### config.mk
export PLATFORM = sky130hd
export DESIGN_NAME = rdseq_cmd_decoder
export DESIGN_NICKNAME = d
export VERILOG_FILES = /design/src/rtl/rdseq_pkg.sv /design/src/rtl/rdseq_addr_match.sv /design/src/rtl/rdseq_cmd_enc.sv /design/src/rtl/rdseq_step_fsm.sv /design/src/rtl/rdseq_cmd_decoder.sv
export SDC_FILE = /design/constraint.sdc
export NUM_CORES = 1
export LEC_CHECK = 0
export BUFFER_PORTS_ARGS = -buffer_cell sky130_fd_sc_hd__buf_4
export CAP_MARGIN = 20
export CORE_AREA = 3 3 40 42
export CTS_CLUSTER_DIAMETER = 120
export DETAILED_ROUTE_END_ITERATION = 8
export DIE_AREA = 0 0 43 45
export GPL_TIMING_DRIVEN = 0
export PLACE_DENSITY = 0.84
export SLEW_MARGIN = 25
export SYNTH_ARGS = -nofsm -noshare
export SYNTH_HDL_FRONTEND = slang
export SYNTH_SLANG_ARGS = --single-unit
### constraint.sdc
create_clock -name clk_i -period 3.4 [get_ports clk_i]
set_input_delay 0.85 -clock clk_i [delete_from_list [all_inputs] [get_ports clk_i]]
set_output_delay 0.85 -clock clk_i [all_outputs]
set_load 0.1 [all_outputs]
### src/rtl/rdseq_pkg.sv
package rdseq_pkg;
  localparam int SEQ_LEN = 6;
  localparam int N_KEYS  = SEQ_LEN - 1;
  localparam int N_CMDS  = 4;
  localparam int CODE_W  = $clog2(N_CMDS);

  typedef enum logic [CODE_W-1:0] {
    CMD_STORE    = 2'd0,
    CMD_RECALL   = 2'd1,
    CMD_AUTO_OFF = 2'd2,
    CMD_AUTO_ON  = 2'd3
  } cmd_e;

  function automatic logic [15:0] key_addr(input int idx);
    case (idx)
      0:       return 16'h4E38;
      1:       return 16'hB1C7;
      2:       return 16'h83E0;
      3:       return 16'h7C1F;
      default: return 16'h703F;
    endcase
  endfunction

  // index equals the command code
  function automatic logic [15:0] cmd_addr(input int idx);
    case (idx)
      0:       return 16'h8FC0;
      1:       return 16'h4C63;
      2:       return 16'h8B45;
      default: return 16'h4B46;
    endcase
  endfunction
endpackage

### src/rtl/rdseq_addr_match.sv
module rdseq_addr_match
  import rdseq_pkg::*;
#(
  parameter int              ADDR_W   = 16,
  parameter logic [ADDR_W-1:0] CMP_MASK = '1
) (
  input  logic [ADDR_W-1:0] addr_i,
  output logic [N_KEYS-1:0] key_hit_o,
  output logic [N_CMDS-1:0] cmd_hit_o
);
  for (genvar k = 0; k < N_KEYS; k++) begin : g_key
    localparam logic [ADDR_W-1:0] KEY = ADDR_W'(key_addr(k));
    assign key_hit_o[k] = ((addr_i ^ KEY) & CMP_MASK) == '0;
  end

  for (genvar c = 0; c < N_CMDS; c++) begin : g_cmd
    localparam logic [ADDR_W-1:0] CODE = ADDR_W'(cmd_addr(c));
    assign cmd_hit_o[c] = ((addr_i ^ CODE) & CMP_MASK) == '0;
  end
endmodule

### src/rtl/rdseq_cmd_enc.sv
module rdseq_cmd_enc
  import rdseq_pkg::*;
(
  input  logic [N_CMDS-1:0] cmd_hit_i,
  output logic              any_o,
  output cmd_e              code_o
);
  // lowest index wins if a wide mask makes codes alias
  always_comb begin
    any_o  = 1'b0;
    code_o = CMD_STORE;
    for (int i = N_CMDS - 1; i >= 0; i--) begin
      if (cmd_hit_i[i]) begin
        any_o  = 1'b1;
        code_o = cmd_e'(i);
      end
    end
  end
endmodule

### src/rtl/rdseq_step_fsm.sv
module rdseq_step_fsm
  import rdseq_pkg::*;
(
  input  logic              clk_i,
  input  logic              rst_ni,
  input  logic              en_i,
  input  logic              acc_valid_i,
  input  logic              acc_write_i,
  input  logic [N_KEYS-1:0] key_hit_i,
  input  logic              cmd_any_i,
  input  cmd_e              cmd_code_i,
  output logic              cmd_valid_o,
  output cmd_e              cmd_code_o
);
  localparam int STEP_W = $clog2(SEQ_LEN);
  localparam int PAD_N  = 1 << STEP_W;

  logic [STEP_W-1:0] step_q, step_d;
  logic [PAD_N-1:0]  key_pad;
  logic              fire;
  logic              armed;

  assign key_pad = {{(PAD_N - N_KEYS){1'b0}}, key_hit_i};
  assign armed   = step_q == STEP_W'(N_KEYS);

  always_comb begin
    step_d = step_q;
    fire   = 1'b0;
    if (!en_i) begin
      step_d = '0;
    end else if (acc_valid_i) begin
      if (acc_write_i) begin
        step_d = '0;
      end else if (armed && cmd_any_i) begin
        step_d = '0;
        fire   = 1'b1;
      end else if (!armed && key_pad[step_q]) begin
        step_d = step_q + 1'b1;
      end else if (key_hit_i[0]) begin
        step_d = STEP_W'(1);
      end else begin
        step_d = '0;
      end
    end
  end

  always_ff @(posedge clk_i or negedge rst_ni) begin
    if (!rst_ni) begin
      step_q      <= '0;
      cmd_valid_o <= 1'b0;
      cmd_code_o  <= CMD_STORE;
    end else begin
      step_q      <= step_d;
      cmd_valid_o <= fire;
      if (fire) cmd_code_o <= cmd_code_i;
    end
  end
endmodule

### src/rtl/rdseq_cmd_decoder.sv
module rdseq_cmd_decoder
  import rdseq_pkg::*;
#(
  parameter int                ADDR_W   = 16,
  parameter logic [ADDR_W-1:0] CMP_MASK = '1
) (
  input  logic              clk_i,
  input  logic              rst_ni,
  input  logic              en_i,
  input  logic              acc_valid_i,
  input  logic              acc_write_i,
  input  logic [ADDR_W-1:0] acc_addr_i,
  output logic              cmd_valid_o,
  output logic [CODE_W-1:0] cmd_code_o
);
  logic [N_KEYS-1:0] key_hit;
  logic [N_CMDS-1:0] cmd_hit;
  logic              cmd_any;
  cmd_e              cmd_code;
  cmd_e              code_q;

  rdseq_addr_match #(.ADDR_W(ADDR_W), .CMP_MASK(CMP_MASK)) u_match (
    .addr_i    (acc_addr_i),
    .key_hit_o (key_hit),
    .cmd_hit_o (cmd_hit)
  );

  rdseq_cmd_enc u_enc (
    .cmd_hit_i (cmd_hit),
    .any_o     (cmd_any),
    .code_o    (cmd_code)
  );

  rdseq_step_fsm u_fsm (
    .clk_i       (clk_i),
    .rst_ni      (rst_ni),
    .en_i        (en_i),
    .acc_valid_i (acc_valid_i),
    .acc_write_i (acc_write_i),
    .key_hit_i   (key_hit),
    .cmd_any_i   (cmd_any),
    .cmd_code_i  (cmd_code),
    .cmd_valid_o (cmd_valid_o),
    .cmd_code_o  (code_q)
  );

  assign cmd_code_o = code_q;
endmodule

## Yosys cells after proc, flatten, opt, wreduce, memory -nomap -nowiden

Cells that the tools add are included.

- $add $sub $neg: 1
- Shifts and indexed selects: 0
- Reductions and logical operators: 12
- Div/mod/pow operators: 0
- Bitwise gates (word level): 9
- $lt $le $gt $ge: 1
- Equal/unequal tests: 2
- Multiplexer cells: 20
- $mul: 0

Operator list:

| cell | count |
|---|---|
| $logic_not 16->1 | 9 |
| $not 7->7 | 5 |
| $not 9->9 | 2 |
| $mux 3 | 5 |
| $mux 1 | 10 |
| $not 10->10 | 1 |
| $mux 2 | 4 |
| $not 6->6 | 1 |
| $lt 3x4->1 const B | 1 |
| $add 3x1->3 const B | 1 |
| $bmux 1 s3 | 1 |
| $eq 3x3->1 const B | 1 |
| $logic_and 1x1->1 | 2 |
| $ne 2x1->1 const B | 1 |
| $logic_not 1->1 | 1 |

- Memories kept: 0
- Flip-flop bits (word level): 6
- RAM bits: 0
- Latch bits: 0
- ROM bits: 0
- Logic and storage cells: 48

## Depth between registers and ports, before layout

Gate-level depths: netlist of the first run.

- Depth in word-level cells: 11
- Gate-level depth with buffers: 9
- Mapped depth without buffers: 9

## Cells and area by module

Synthesis of the first run repeated with hierarchy kept, for this count alone.

- Cell total of the unflattened synthesis: 75
- Area total of the unflattened synthesis: 626.9 µm²

By module, submodules not included:

| module | instances | area an instance (µm²) | cells an instance |
|---|---|---|---|
| rdseq_step_fsm | 1 | 349.1 | 32 |
| rdseq_addr_match | 1 | 242.7 | 36 |
| rdseq_cmd_enc | 1 | 35.0 | 7 |

## Worst setup path before layout of the first run

No wires, ideal clock.

- Kind: input to register
- Start: input port acc_addr_i[11]
- End: register u_fsm.step_q[0]
- Path slack: 0.910 ns
- Data arrival time: 2.369 ns
- Setup time: 0.121 ns
- Stages: 6
- Cell sequence: or4b_1 > or4_1 > o41ai_2 > nor2_1 > mux2i_1 > a22o_1

- Cells in the longest elaborated chain, start to end: 11
- Elaborated cells on any way between the ends: 29
- Those cells by class: mux (12); bitwise (6); reduce/logical (11)

RTL lines:

| item | line | text |
|---|---|---|
| from (decl) | rdseq_cmd_decoder.sv:12 | `input logic [ADDR_W-1:0] acc_addr_i,` |
| branches (longest 7 deep; another with $logic_not 16->1) | n/a |  |
| $mux 3 * | rdseq_step_fsm.sv:34 | `end else if (armed && cmd_any_i) begin` |
| $mux 3 * | rdseq_step_fsm.sv:32 | `if (acc_write_i) begin` |
| $mux 3 * | rdseq_step_fsm.sv:31 | `end else if (acc_valid_i) begin` |
| $mux 3 * | rdseq_step_fsm.sv:29 | `if (!en_i) begin` |
| to (signal assigned) | rdseq_step_fsm.sv:53 | `step_q <= step_d;` |
| to (decl) | rdseq_step_fsm.sv:18 | `logic [STEP_W-1:0] step_q, step_d;` |

Mark *: on every way between the ends. The select of a mux whose other input is x is not followed.
A chain may end at the register's enable or synchronous reset.

## Worst setup path in the final report of the first run

- Start: input port acc_addr_i[8]
- End: register u_fsm.step_q[0]

- Cells in the longest elaborated chain, start to end: 11
- Elaborated cells on any way between the ends: 28
- Those cells by class: mux (12); bitwise (5); reduce/logical (11)

RTL lines:

| item | line |
|---|---|
| branches (longest 7 deep; another with $logic_not 16->1) | n/a |
| $mux 3 * | rdseq_step_fsm.sv:34 |
| $mux 3 * | rdseq_step_fsm.sv:32 |
| $mux 3 * | rdseq_step_fsm.sv:31 |
| $mux 3 * | rdseq_step_fsm.sv:29 |

Marked as above.

==> impl_metrics.toml, run 1 <==
[sta]
period_needed_ns = 2.543
fmax_mhz = 393.3
rsz0062_at_grt = "false"
maxSlewViolCount = 0
tightest_slew_ns = 0.3894
skew_ns = 0.0009431
final-setup-viol-count = 0
relSlewSlack = 0.7380
post-route-period-util = 0.7479
tns_ns = 0
final_hold_viol_count = 0

[grt]
grt.total_usage = 0.1795
grt_max_degree = 9
grt_pass1_wl_um = 2732
gr-total-overflow = 0
antenna_found_initial = 0
grt_pass1_vias = 647

[synthesis]
synth-edff-count = 0
synth_compound_area_frac = 0.1616
synth-seq-cells = 6
synth_ff_type = "dfrtp_1"
syn_area_um2 = 619.3
ys_seq_area_frac = 0.2424
synth_mux_area_frac = 0.05253
synthArstFlopShare = 1.000
synth-xor-area-share = 0
syn_area_per_cell_um2 = 8.602
synth_top_family_by_area = "simple AND/OR/NAND/NOR gates"
synth.distinct_cells = 36
ys_warn_count = 0
yosys.area_share.simple = 0.4909
synth_fp_nets = 95
synth_fa_ha_area_frac = 0.04040
synthCells = 72

[routing]
drc_errors = 0
dr_wl_met3_um = 55
drt_pass1_iterations = 4
drtIter0Drc = 37
wirelength_um = 1530
vias = 673
met2WireLength_um = 774
wire_per_inst_um = 13.54
ant_nets = 0
vias_per_cell = 5.956
drt-met1-wl_um = 700
dr.max_layer_used = "met3"

[placed_design]
port_buffers = 23
dp_hpwl_um = 1301
gpl.final_weighted_congestion = 0.8171

[setup_path]
r2r_start = "u_fsm.step_q[1]"
cp.arrival_ns = 2.66
cp.required_ns = 3.52
crit_fanout = 4
critPathBufInv = 1
critPathLaunchType = "primary input"
crit_start = "acc_addr_i[8]"
critPathSlowestCell = "or4b_4"
critical_path.top_delay_family = "simple AND/OR/NAND/NOR gates"
cp-end-kind = "flip-flop"
max_stage_delay_ns = 0.54
cp_cell_sequence = "buf_4, or4b_4, nor4_1, o21ai_0, a21oi_1, nor2_1, mux2i_1, a22o_1"
crit_type = "primary input to flip-flop"

[clocking]
cts_tree = "done"
cts_buffers = 3
cts_setup_buffers = 0
cts.sinks = 6
clockBufferDepth = 2
clockRootBuffer = "clkbuf_4"
hold_buffers = 0
cts.htree.levels = 1
postCtsResizedCells = 0
clk_pin_slew_ns = 0.04
clk_latency_ns = 0.23

[layout]
final_layout_size_suffix_gt1_frac = 0.3367
nNetsFinal = 123
area_growth_pct = 34.55
diodes = 0
fill_cells = 100

[power]
powerDensity_nw_per_um2 = 202.8
power.leakage_nw = 0.3581
total_power_mw = 0.1690
ir_drop_mv = 0.1704

[run_status]
status = "complete, no violations"

[floorplan]
die_w_um = 43
start_util = 0.4820
num_rows = 13
die_height_um = 45
die-area_um2 = 1935
ios = 24
coreArea_um2 = 1285

[flow_run]
cap_violations = 0

[min_path]
hold_path.class = "primary input to asynchronous set/reset pin"
cell type report:
type / count / area [um^2] / share of cell area
repair buffers: 23 / 172.7 / 0.2072
flip-flops and latches: 6 / 150.1 / 0.1802
multi-input cells: 64 / 461.7 / 0.5541
inverters: 2 / 7.507 / 0.009009
well taps: 15 / 18.77 / 0.02252
clock buffers: 3 / 22.52 / 0.02703
where the power goes:
group | switching, mW | internal [mW] | total [mW]
sequential | 0.000000274 | 0.0717 | 0.0717
clock | 0.0205 | 0.0396 | 0.0601
combinational | 0.0160 | 0.0212 | 0.0372
total | 0.0365 | 0.133 | 0.169
metal layers:
layer	up-vias	GRT usage
met5	-	0
met4	0	0.07229
met3	0	0.02390
met2	15	0.2934
met1	320	0.2414
li1	338	-
synth_stat cells (2+ instances only):
cell type | count | area [um^2]
nand3b_1 | 4 | 30.03
nand4_1 | 2 | 12.51
ha_1 | 2 | 25.02
dfrtp_1 | 6 | 150.1
nor2b_1 | 5 | 31.28
a21oi_1 | 4 | 20.02
nand2b_1 | 2 | 12.51
mux2_2 | 2 | 22.52
inv_1 | 2 | 7.510
o22ai_1 | 2 | 12.51
nor2_1 | 8 | 30.03
nor3_1 | 3 | 15.01
nand4b_1 | 2 | 17.52
nor4b_2 | 2 | 30.03
o21ai_0 | 2 | 10.01
nand2_1 | 4 | 15.01
path summary, 6_finish.rpt:
| kind | endpoint | slack, ns | depth (start not counted) |
|---|---|---|---|
| min in group clk_i | u_fsm.cmd_code_o[0] | 0.51 | 1 |
| min | u_fsm.step_q[0] | 0.41 | 1 |
| max in group asynchronous | u_fsm.step_q[2] | 2.88 | 1 |
| max | u_fsm.step_q[0] | 0.86 | 8 |
| min reg2reg | u_fsm.cmd_code_o[0] | 0.51 | 1 |
| max reg2reg | u_fsm.step_q[0] | 1.17 | 9 |
flip-flops by register name (all words and copies together), names as in the netlist:
register and flops:
u_fsm.step_q 3, u_fsm.cmd_valid_o 1, u_fsm.cmd_code_o 2
metrics by stage:
step                  util  setup slack (ns)  area, um^2  cells  hold WS, ns
floorplan                -            0.9105       619.3     72       0.5528
global placement    0.6310            0.6632       810.8    110       0.4943
detailed placement  0.6310            0.6176       810.8    110       0.5094
CTS                 0.6485            0.8591       833.3    113       0.4062
global route        0.6485            0.7143       833.3    113       0.4000
finish              0.6485            0.8571       833.3    113       0.4127
kinds of logic (layout without fill, tap and decap cells):
| logic type | after synthesis | count (layout) |
|---|---|---|
| AOI/OAI and AO/OA | 14 | 14 |
| adders and majority gates | 2 | 2 |
| buffers and inverters | 2 | 28 |
| DFF | 6 | 6 |
| muxes | 3 | 3 |
| and+or+nand+nor | 45 | 45 |
cells in the final DEF, fill, tap and decap left out, drive strengths merged:
cell	Yosys	layout
and4b	1	1
mux2i	1	1
and4	1	1
o2bb2a	1	1
nor3b	1	1
nor4b	3	3
or2	1	1
o22ai	2	2
inv	2	2
and3	1	1
mux2	2	2
or4b	2	2
nor2	8	8
or4	1	1
buf	0	23
nand4b	2	2
nand3	1	1
o21ai	2	2
nor2b	5	5
o41ai	1	1
ha	2	2
nand2b	2	2
nor4	1	1
nand2	4	4
a22o	1	1
nand4bb	1	1
nor3	3	3
nand4	2	2
o211ai	1	1
a21oi	4	4
clkbuf	0	3
or3b	1	1
o21a	1	1
dfrtp	6	6
nand3b	4	4
o31ai	1	1
No activity file was read; power rests on OpenSTA's default activity.
==> run 2: changes to the inputs <==
Settings changed: CORE_AREA 3 3 40 42 to unset, CORE_MARGIN set to 3, CORE_UTILIZATION set to 42, DIE_AREA 0 0 43 45 to unset, PLACE_DENSITY 0.84 to 0.8.
Clock period 3.4 ns to 2.3 ns, I/O delays scaled along.
==> impl_metrics.toml, run 2 (synthesized netlist as in run 1, its figures left out) <==
[flow_run]
cap_violations = 0

[routing]
wirelength_um = 1672
drc_errors = 0
drtIter0Drc = 23
vias_per_cell = 6.070
ant_nets = 0
vias = 692
drt_pass1_iterations = 4
wire_per_inst_um = 14.67

[grt]
grt_pass1_vias = 637
grt.total_usage = 0.1776
gr-total-overflow = 0
grt_max_degree = 9
antenna_found_initial = 0
grt_pass1_wl_um = 2622

[sta]
maxSlewViolCount = 0
layout_setup_ws_ns = 0.01891
post-route-period-util = 0.9918
tns_ns = 0
tightest_slew_ns = 0.3490
relSlewSlack = 0.7641
period_needed_ns = 2.281
final-setup-viol-count = 0
fmax_mhz = 438.4
skew_ns = 0.005689
final_hold_viol_count = 0

[layout]
largest_register_ffs = 3
mostFrequentLayoutCells = "buf_4 (24), nor2_1 (7), nor2b_1 (5), dfrtp_1 (5)"
largest-register = "u_fsm.step_q"
biggestRegsByFlops = "u_fsm.step_q: 3 flops, u_fsm.cmd_code_o: 2 flops, u_fsm.cmd_valid_o: 1 flops"
nNetsFinal = 124
area_growth_pct = 40.20
diodes = 0
final_layout_size_suffix_gt1_frac = 0.3737
fill_cells = 128
final_common_cell = "buf_4"

[setup_path]
crit_fanout = 4
max_stage_delay_ns = 0.58
critPathBufInv = 1
reg2reg_depth = 9
cp.required_ns = 2.41
r2r_start = "u_fsm.step_q[1]"
cp_cell_sequence = "buf_4, or4b_4, nor4b_4, nand4_1, o41ai_2, nor2_2, mux2i_1, a22o_1"
ff2ff_setup_slack_ns = 0.13
cp-end-kind = "flip-flop"
cp.arrival_ns = 2.40
critical_path.top_delay_family = "simple AND/OR/NAND/NOR gates"
reg2reg_to = "u_fsm.step_q[0]"
crit_type = "primary input to flip-flop"
critPathLaunchType = "primary input"
critPathSlowestCell = "or4b_4"

[clocking]
clk_pin_slew_ns = 0.04
clk_latency_ns = 0.24
cts_buffers = 3
cts.sinks = 6
cts_tree = "done"
clockBufferDepth = 2
clockRootBuffer = "clkbuf_4"
cts.htree.levels = 1

[floorplan]
die_height_um = 44.40
ios = 24
die-area_um2 = 1971
start_util = 0.4588
die_w_um = 44.40
num_rows = 13
coreArea_um2 = 1350

[placed_design]
port_buffers = 23
place_ws_ns = -0.1858
dp_hpwl_um = 1337
gpl.final_weighted_congestion = 0.8057

[min_path]
hold_path.class = "primary input to asynchronous set/reset pin"

[power]
powerDensity_nw_per_um2 = 293.5
power.leakage_nw = 0.3775
ir_drop_mv = 0.2134

[run_status]
status = "complete, no violations"
-- run 2: cell types whose count changed in the layout (fill, tap and decap cells not counted), sizes merged --
| cell | change |
|---|---|
| buf | +1 |
-- run 2: cell type report --
class	count	area, um^2	share of cell area
Tap cell	15	18.77	0.02161
Multi-Input combinational cell	64	488.0	0.5620
Clock buffer	3	22.52	0.02594
Inverter	2	7.507	0.008646
Sequential cell	6	151.4	0.1744
Timing Repair Buffer	24	180.2	0.2075
-- run 2: timing repair --
item                       in CTS  in global routing
resized for setup               0                  5
hold buffers                    0                  0
buffers inserted                0                  1
setup endpoints to repair       0                  2
hold endpoints to repair        0                  0
-- run 2: per-stage QoR --
stage | hold slack, ns | total power [mW] | cell area (um^2) | cells | utilization
finish | 0.1327 | 0.2549 | 868.3 | 114 | 0.6432
global route | 0.1193 | 0.2749 | 868.3 | 114 | 0.6432
CTS | 0.1252 | 0.2563 | 833.3 | 113 | 0.6172
detailed placement | 0.3838 | 0.1619 | 810.8 | 110 | 0.6006
global placement | 0.3822 | 0.1607 | 810.8 | 110 | 0.6006
floorplan | 0.2794 | 0.1220 | 619.3 | 72 | -
-- run 2: worst max path at each step --
stage | start | end | slack, ns | cells after the start
floorplan | acc_addr_i[11] | u_fsm.step_q[0] | 0.09 | 6
global placement | acc_addr_i[8] | u_fsm.step_q[0] | -0.16 | 8
detailed placement | acc_addr_i[8] | u_fsm.step_q[0] | -0.19 | 8
CTS | u_fsm.step_q[1] | u_fsm.step_q[0] | 0.05 | 9
global route | acc_addr_i[8] | u_fsm.step_q[0] | -0.03 | 8
finish | acc_addr_i[8] | u_fsm.step_q[0] | 0.02 | 8
-- run 2: power by group --
group	switching, mW	internal (mW)	leakage, nW
logic	0.0262	0.0320	0.281
registers	0.000000397	0.106	0.0822
clock network	0.0321	0.0586	0.0138
total	0.0582	0.197	0.377
-- run 2: routing by layer --
metal / vias to the layer above / share of wire / wire, um / track usage
li1: 339 / - / - / -
met1: 333 / 0.44 / 728 / 0.2283
met2: 20 / 0.52 / 866 / 0.2791
met3: 0 / 0.046 / 77 / 0.02846
met4: 0 / 0 / 0 / 0.1024
met5: - / 0 / 0 / 0
